**config.mk**
```make
export PLATFORM = sky130hd
export DESIGN_NAME = stuck_irq_detect
export DESIGN_NICKNAME = d
export VERILOG_FILES = /design/src/rtl/stuck_irq_pkg.sv /design/src/rtl/stuck_irq_tstamp.sv /design/src/rtl/stuck_irq_history.sv /design/src/rtl/stuck_irq_match.sv /design/src/rtl/stuck_irq_detect.sv
export SDC_FILE = /design/constraint.sdc
export NUM_CORES = 1
export LEC_CHECK = 0
export ABC_AREA = 1
export BUFFER_PORTS_ARGS = -buffer_cell sky130_fd_sc_hd__buf_2
export CORE_ASPECT_RATIO = 1.2
export CORE_MARGIN = 3
export CORE_UTILIZATION = 60
export DETAILED_ROUTE_END_ITERATION = 10
export PLACE_DENSITY_LB_ADDON = 0.12
export SYNTH_ARGS = -nofsm -noshare
export SYNTH_HDL_FRONTEND = slang
export SYNTH_SLANG_ARGS = --single-unit
```
**constraint.sdc**
```tcl
create_clock -name clk -period 6.7 [get_ports clk]
set_clock_uncertainty 0.05 [all_clocks]
set_input_delay 1.34 -clock clk [delete_from_list [all_inputs] [get_ports clk]]
set_output_delay 1.34 -clock clk [all_outputs]
set_load 0.005 [all_outputs]
```
**src/rtl/stuck_irq_pkg.sv**
```systemverilog
package stuck_irq_pkg;

    localparam int BDF_W   = 16;
    localparam int CAUSE_W = 8;
    localparam int ID_W    = BDF_W + CAUSE_W;

    typedef struct packed {
        logic [BDF_W-1:0]   bdf;
        logic [CAUSE_W-1:0] cause;
    } src_id_t;

    typedef enum logic [1:0] {
        ST_FILL  = 2'd0,
        ST_WATCH = 2'd1,
        ST_HOLD  = 2'd2
    } det_state_e;

endpackage

```
**src/rtl/stuck_irq_tstamp.sv**
```systemverilog
module stuck_irq_tstamp #(
    parameter int TS_W = 32
) (
    input  logic            clk,
    input  logic            rst_n,
    output logic [TS_W-1:0] ts_now
);

    always_ff @(posedge clk or negedge rst_n) begin
        if (!rst_n) begin
            ts_now <= '0;
        end else begin
            ts_now <= ts_now + 1'b1;
        end
    end

endmodule

```
**src/rtl/stuck_irq_history.sv**
```systemverilog
module stuck_irq_history
    import stuck_irq_pkg::*;
#(
    parameter int DEPTH = 8,
    parameter int TS_W  = 32
) (
    input  logic            clk,
    input  logic            rst_n,
    input  logic            push,
    input  src_id_t         in_id,
    input  logic [TS_W-1:0] in_ts,
    output src_id_t         old_id,
    output logic [TS_W-1:0] old_ts
);

    // The arriving message is the newest member of the window, so only
    // the DEPTH-1 earlier ones need storage.
    localparam int SLOTS = DEPTH - 1;

    src_id_t         id_q [SLOTS];
    logic [TS_W-1:0] ts_q [SLOTS];

    for (genvar g = 0; g < SLOTS; g++) begin : g_slot
        if (g == 0) begin : g_head
            always_ff @(posedge clk or negedge rst_n) begin
                if (!rst_n) begin
                    id_q[g] <= '0;
                    ts_q[g] <= '0;
                end else if (push) begin
                    id_q[g] <= in_id;
                    ts_q[g] <= in_ts;
                end
            end
        end else begin : g_body
            always_ff @(posedge clk or negedge rst_n) begin
                if (!rst_n) begin
                    id_q[g] <= '0;
                    ts_q[g] <= '0;
                end else if (push) begin
                    id_q[g] <= id_q[g-1];
                    ts_q[g] <= ts_q[g-1];
                end
            end
        end
    end

    assign old_id = id_q[SLOTS-1];
    assign old_ts = ts_q[SLOTS-1];

endmodule

```
**src/rtl/stuck_irq_match.sv**
```systemverilog
module stuck_irq_match
    import stuck_irq_pkg::*;
#(
    parameter int TS_W = 32
) (
    input  src_id_t         new_id,
    input  logic [TS_W-1:0] new_ts,
    input  src_id_t         old_id,
    input  logic [TS_W-1:0] old_ts,
    input  logic [TS_W-1:0] limit,
    output logic            same_src,
    output logic            close_in_time
);

    logic [TS_W-1:0] gap;

    // Modular difference: correct across one counter wrap.
    assign gap           = new_ts - old_ts;
    assign close_in_time = (gap < limit);
    assign same_src      = (new_id == old_id);

endmodule

```
**src/rtl/stuck_irq_detect.sv**
```systemverilog
module stuck_irq_detect
    import stuck_irq_pkg::*;
#(
    parameter int DEPTH = 8,
    parameter int TS_W  = 32
) (
    input  logic               clk,
    input  logic               rst_n,
    input  logic               msg_valid,
    input  logic [BDF_W-1:0]   msg_bdf,
    input  logic [CAUSE_W-1:0] msg_cause,
    input  logic [TS_W-1:0]    threshold,
    output logic               stuck_pulse,
    output logic [BDF_W-1:0]   stuck_bdf,
    output logic [CAUSE_W-1:0] stuck_cause
);

    localparam int               FILL_W   = $clog2(DEPTH);
    localparam logic [FILL_W-1:0] FULL_CNT = FILL_W'(DEPTH - 1);

    det_state_e        state, state_nx;
    logic [FILL_W-1:0] fill_cnt;
    logic [TS_W-1:0]   ts_now;
    logic [TS_W-1:0]   old_ts;
    src_id_t           in_id;
    src_id_t           old_id;
    src_id_t           last_id;
    logic              same_src;
    logic              close_in_time;
    logic              window_full;
    logic              repeat_src;
    logic              fire;

    assign in_id   = '{bdf: msg_bdf, cause: msg_cause};
    assign last_id = '{bdf: stuck_bdf, cause: stuck_cause};

    stuck_irq_tstamp #(.TS_W(TS_W)) u_tstamp (
        .clk    (clk),
        .rst_n  (rst_n),
        .ts_now (ts_now)
    );

    stuck_irq_history #(.DEPTH(DEPTH), .TS_W(TS_W)) u_history (
        .clk    (clk),
        .rst_n  (rst_n),
        .push   (msg_valid),
        .in_id  (in_id),
        .in_ts  (ts_now),
        .old_id (old_id),
        .old_ts (old_ts)
    );

    stuck_irq_match #(.TS_W(TS_W)) u_match (
        .new_id        (in_id),
        .new_ts        (ts_now),
        .old_id        (old_id),
        .old_ts        (old_ts),
        .limit         (threshold),
        .same_src      (same_src),
        .close_in_time (close_in_time)
    );

    assign window_full = (state != ST_FILL) || (fill_cnt == FULL_CNT);
    assign repeat_src  = (state == ST_HOLD) && (in_id == last_id);
    assign fire        = msg_valid && window_full && same_src &&
                         close_in_time && !repeat_src;

    // Fill counter: counts accepts until the window is complete.
    always_ff @(posedge clk or negedge rst_n) begin
        if (!rst_n) begin
            fill_cnt <= '0;
        end else if (state == ST_FILL && msg_valid && fill_cnt != FULL_CNT) begin
            fill_cnt <= fill_cnt + 1'b1;
        end
    end

    // State register
    always_ff @(posedge clk or negedge rst_n) begin
        if (!rst_n) begin
            state <= ST_FILL;
        end else begin
            state <= state_nx;
        end
    end

    // Next-state logic
    always_comb begin
        state_nx = state;
        unique case (state)
            ST_FILL: begin
                if (msg_valid && fill_cnt == FULL_CNT) begin
                    state_nx = fire ? ST_HOLD : ST_WATCH;   // fill-hit / fill-done
                end
            end
            ST_WATCH: begin
                if (fire) begin
                    state_nx = ST_HOLD;                      // hit
                end
            end
            ST_HOLD: begin
                if (msg_valid && !repeat_src && !fire) begin
                    state_nx = ST_WATCH;                     // release
                end
            end
            default: state_nx = ST_FILL;
        endcase
    end

    // Outputs
    always_ff @(posedge clk or negedge rst_n) begin
        if (!rst_n) begin
            stuck_pulse <= 1'b0;
            stuck_bdf   <= '0;
            stuck_cause <= '0;
        end else begin
            stuck_pulse <= fire;
            if (fire) begin
                stuck_bdf   <= msg_bdf;
                stuck_cause <= msg_cause;
            end
        end
    end

endmodule

```
==> impl_results.md <==
- Port bufs: 83
- TNS Setup: 0 ns
- Maximum number of pins on one net before global-route repair: between 150 and 200
- Chip Height: roughly 210 um
- Total design power: 6.22 mW
- Floorplan die area: approximately 36,000 um2
- Remaining design rule violation count: 0
- Fin. max-slew vios: 0
- Net switching share of the total power: 0.245
- Final antenna diode count: 0
- Worst-case setup margin in the final layout: roughly 2 ns
- Slowest-stage cell, CP: sky130_fd_sc_hd__nand3_2
- Power share of the clock group: 0.426
- Final estimated routing congestion in global placement: between 0.9 and 1
- Clk sink count: between 400 and 500
- Flop and latch count out of synthesis: 454
- Commonest non-fill, non-tap cells in the layout: sky130_fd_sc_hd__nand2_1 (738), sky130_fd_sc_hd__dfrtp_1 (454), sky130_fd_sc_hd__o21ai_0 (366)
- Number of nets produced by synthesis: roughly 2,500
- Leakage power summed over all cells: 11.6 nW
- CTS tree: yes
- Vias after detailed routing: roughly 15,000
- Most common cell after layout, fill and taps aside: sky130_fd_sc_hd__nand2_1
- Count of instances resized after the clock tree is built: 0
- Cell class contributing the biggest share of worst-path delay: simple AND/OR/NAND/NOR gates
- Gate count of the mapped netlist: approximately 2,400
- FF-to-FF path depth: 19
- Proportion of synthesized chip area in sequential cells: 0.556
- Warning count from the yosys run: 0
- Worst path cell trace: ha_1, a21oi_1, nand2_1, a21oi_1, o21ai_0, nand2_1, o211ai_1, nand3_1, nand2_1, nand2_1, nand2_1, ha_1, a21oi_1, o21ai_0, nand2_1, nand3_1, nor3_2, nand3_2, o21ai_0
- Detailed Place HPWL: between 20,000 and 30,000 um
- Antenna violations before repair: 0
- Setup bufs post-CTS: 0
- Most common cell on crit path: sky130_fd_sc_hd__nand2_1
- Outcome: finished, final reports clean
- Top Ports: 84
- Final Setup Violations: 0
- Via density: around 5.2
- Total length of routed wires: ~42,000 um
- Logic gate share of total power: 0.093
- Number of enable-type register cells in the synthesized netlist: 0
- Req. time, crit path: between 7 and 8 ns
- Maximum root-to-sink buffer count: 3
- Standard-cell row count: 73
- Global-route usage over all layers: 0.239
- Met1 routing resource usage after global routing: 0.316
- Antenna viol nets, final: 0
- Final Cycle Share: 0.700
- Wire length of the first global-routing pass: 72,000 um
- Skew-Pair Late Insertion Delay: between 0.5 and 0.6 ns
- Via count of the first global-routing pass: 14,939
- Max-slew headroom at the worst pin: 0.322
- Path type of the worst min-delay path: flip-flop to flip-flop
- Die Width: 174 um
- Post-cts hold buffer count: 0
- Share of post-route cells with drive strength above 1: 0.0836
- Path type of the worst setup path: flip-flop to flip-flop
- Worst hold stages: 2
- Maximum VDD drop: about 0.00025 V
- Post-place setup slack: between 2 and 2.5 ns
- Highest clock frequency the design can meet: ~210 MHz
- Clock transition at the registers of the reported paths: approximately 0.070 ns
- Arrival time of data at the critical path endpoint: just over 5 ns
- Count of H-tree levels built during CTS: 2
- Wire length per cell: about 15 um
- Post-layout net count: approximately 2,500
- RSZ-0062 raised after global routing: false
- Pwr dens: between 200 and 300 nW/um2
- Syn Area/Cell: ~8.6 um2
- Maximum capacitance violations: 0
- Met3 Track Usage GR: 0.0358
- Number of design-rule violations left by the first detailed-router iteration: 1,018
- Min cycle time layout: 4.69 ns
- Dominant synthesized flop cell: sky130_fd_sc_hd__dfrtp_1
- Clock buffer count from CTS: between 40 and 50
- Portion of total power attributed to sequential cells: 0.480
- Root Buffer Master: sky130_fd_sc_hd__clkbuf_16
- Count of cell instances traversed by the critical path: 19
- Largest fanout on the critical path: between 40 and 50
- Initial core utilization: 0.613
- Post-layout utilization of the core: 0.681
- Fillcell total: between 2,000 and 3,000
- First-pass DRT Iterations: 5
- Peak-usage layer in the global routing report: met2
- Startpoint class of the critical path: flip-flop
- Final Hold Vio Count: 0
- Post-synthesis async set-or-reset flop share: 1.00
- Growth of design area from synthesis to finish: 11.2%
- Switching Power: 1.52 mW
- Peak per-stage delay on the critical path: 0.80 ns
- Cell area after synthesis: 20,400 um2
- Sort of element at the end of the critical path: flip-flop
- Buffers plus inverters on the worst setup path: 0
- Cell internal pwr: around 4.7 mW
- Least-Margin Pin Slew: 1.02 ns
- Area of the core: 33,300 um2
- Grt met2 use: 0.404
- Number of library cell types mapped by synthesis: 43
- Global-route congestion overflow total: 0
-- cells in the mapped netlist, types with 3 or more instances --
master | number | area, um2
sky130_fd_sc_hd__nand3_2 | 7 | 70.1
sky130_fd_sc_hd__a21oi_1 | 52 | 260
sky130_fd_sc_hd__nor3_1 | 15 | 75.1
sky130_fd_sc_hd__xor2_1 | 51 | 447
sky130_fd_sc_hd__inv_2 | 5 | 18.8
sky130_fd_sc_hd__xnor2_1 | 21 | 184
sky130_fd_sc_hd__dfrtp_1 | 454 | 11400
sky130_fd_sc_hd__nand4_1 | 14 | 87.6
sky130_fd_sc_hd__nor2_2 | 4 | 25.0
sky130_fd_sc_hd__nor3_2 | 4 | 40.0
sky130_fd_sc_hd__nand3_1 | 29 | 145
sky130_fd_sc_hd__o21bai_1 | 5 | 37.5
sky130_fd_sc_hd__nor2_4 | 4 | 45.0
sky130_fd_sc_hd__inv_1 | 320 | 1200
sky130_fd_sc_hd__a21o_1 | 6 | 45.0
sky130_fd_sc_hd__nand2_1 | 738 | 2770
sky130_fd_sc_hd__o21ai_0 | 366 | 1830
sky130_fd_sc_hd__o21ai_1 | 16 | 80.1
sky130_fd_sc_hd__nor2_1 | 68 | 255
sky130_fd_sc_hd__buf_2 | 8 | 40.0
sky130_fd_sc_hd__clkbuf_1 | 78 | 293
sky130_fd_sc_hd__ha_1 | 65 | 813
sky130_fd_sc_hd__o21ai_2 | 5 | 43.8
sky130_fd_sc_hd__buf_6 | 3 | 33.8
-- cell type report --
cell class	instances	area (um2)	share of cell area
Sequential cell	454	11400	0.500
Tap cell	450	563	0.0248
Multi-Input combinational cell	1491	7460	0.329
Timing Repair Buffer	90	513	0.0226
Clock inverter	24	302	0.0133
Inverter	325	1230	0.0541
Clock buffer	57	1280	0.0565
-- sequential cells by signal, indices dropped and copies added (netlist names), 2 cells and up --
name	count
fill_cnt	3
u_history.old_id	24
state	2
u_history.ts_q	192
stuck_bdf	16
u_tstamp.ts_now	32
u_history.id_q	144
u_history.old_ts	32
stuck_cause	8
-- power by group through the flow --
stage | clock network [mW] | logic, mW | registers [mW]
6_report | 2.65 | 0.581 | 2.99
4_1_cts | 2.71 | 0.593 | 2.99
5_1_grt | 2.82 | 0.683 | 3.01
3_5_place_dp | 0 | 0.588 | 3.04
3_3_place_gp | 0 | 0.570 | 3.03
2_1_floorplan | 0 | 0.391 | 3.02
-- path summary, 6_finish.rpt --
path                       slack [ns]                             from                         endpoint
setup / recovery                 2.01     u_tstamp.ts_now[2]$_DFF_PN0_       stuck_cause[2]$_DFFE_PN0N_
hold / removal                   0.41  u_history.ts_q[204]$_DFFE_PN0P_  u_history.ts_q[172]$_DFFE_PN0P_
setup reg to reg                 2.01     u_tstamp.ts_now[2]$_DFF_PN0_       stuck_cause[2]$_DFFE_PN0N_
hold reg to reg                  0.41  u_history.ts_q[204]$_DFFE_PN0P_  u_history.ts_q[172]$_DFFE_PN0P_
max in group asynchronous        4.37                            rst_n    u_tstamp.ts_now[20]$_DFF_PN0_
min in group asynchronous        0.81                            rst_n   u_history.id_q[77]$_DFFE_PN0P_
-- worst reg2reg max path, cell delays in order (launching register included) --
cell and delay, ns:
sky130_fd_sc_hd__dfrtp_1 0.45, sky130_fd_sc_hd__ha_1 0.38, sky130_fd_sc_hd__a21oi_1 0.15, sky130_fd_sc_hd__nand2_1 0.10, sky130_fd_sc_hd__a21oi_1 0.46, sky130_fd_sc_hd__o21ai_0 0.27
sky130_fd_sc_hd__nand2_1 0.11, sky130_fd_sc_hd__o211ai_1 0.12, sky130_fd_sc_hd__nand3_1 0.18, sky130_fd_sc_hd__nand2_1 0.08, sky130_fd_sc_hd__nand2_1 0.06, sky130_fd_sc_hd__nand2_1 0.05
sky130_fd_sc_hd__ha_1 0.29, sky130_fd_sc_hd__a21oi_1 0.12, sky130_fd_sc_hd__o21ai_0 0.09, sky130_fd_sc_hd__nand2_1 0.06, sky130_fd_sc_hd__nand3_1 0.09, sky130_fd_sc_hd__nor3_2 0.20
sky130_fd_sc_hd__nand3_2 0.80, sky130_fd_sc_hd__o21ai_0 0.46
-- cells by family after synthesis --
logic type / synth area share
XOR/XNOR: 0.0309
adder cells (fa/ha/maj): 0.0408
multiplexers: 0.00110
flip-flops: 0.556
AND/OR/NAND/NOR: 0.176
AO/OA/AOI/OAI: 0.116
buffers and inverters: 0.0784
-- routing by layer --
layer  up-vias  share of wire
met5         -              0
met4         0          0.037
met3        98          0.040
met2       301           0.49
met1      7249           0.44
li1       7493              -
-- per-stage QoR --
stage / hold slack [ns] / cells / area (um2)
3_3_place_gp: 0.403 / 2810 / 21100
2_1_floorplan: 0.392 / 2362 / 20400
4_1_cts: 0.408 / 2891 / 22700
3_5_place_dp: 0.409 / 2810 / 21100
5_1_grt: 0.440 / 2891 / 22700
6_report: 0.414 / 2891 / 22700
Note: power is estimated with default switching activity, not from simulation.
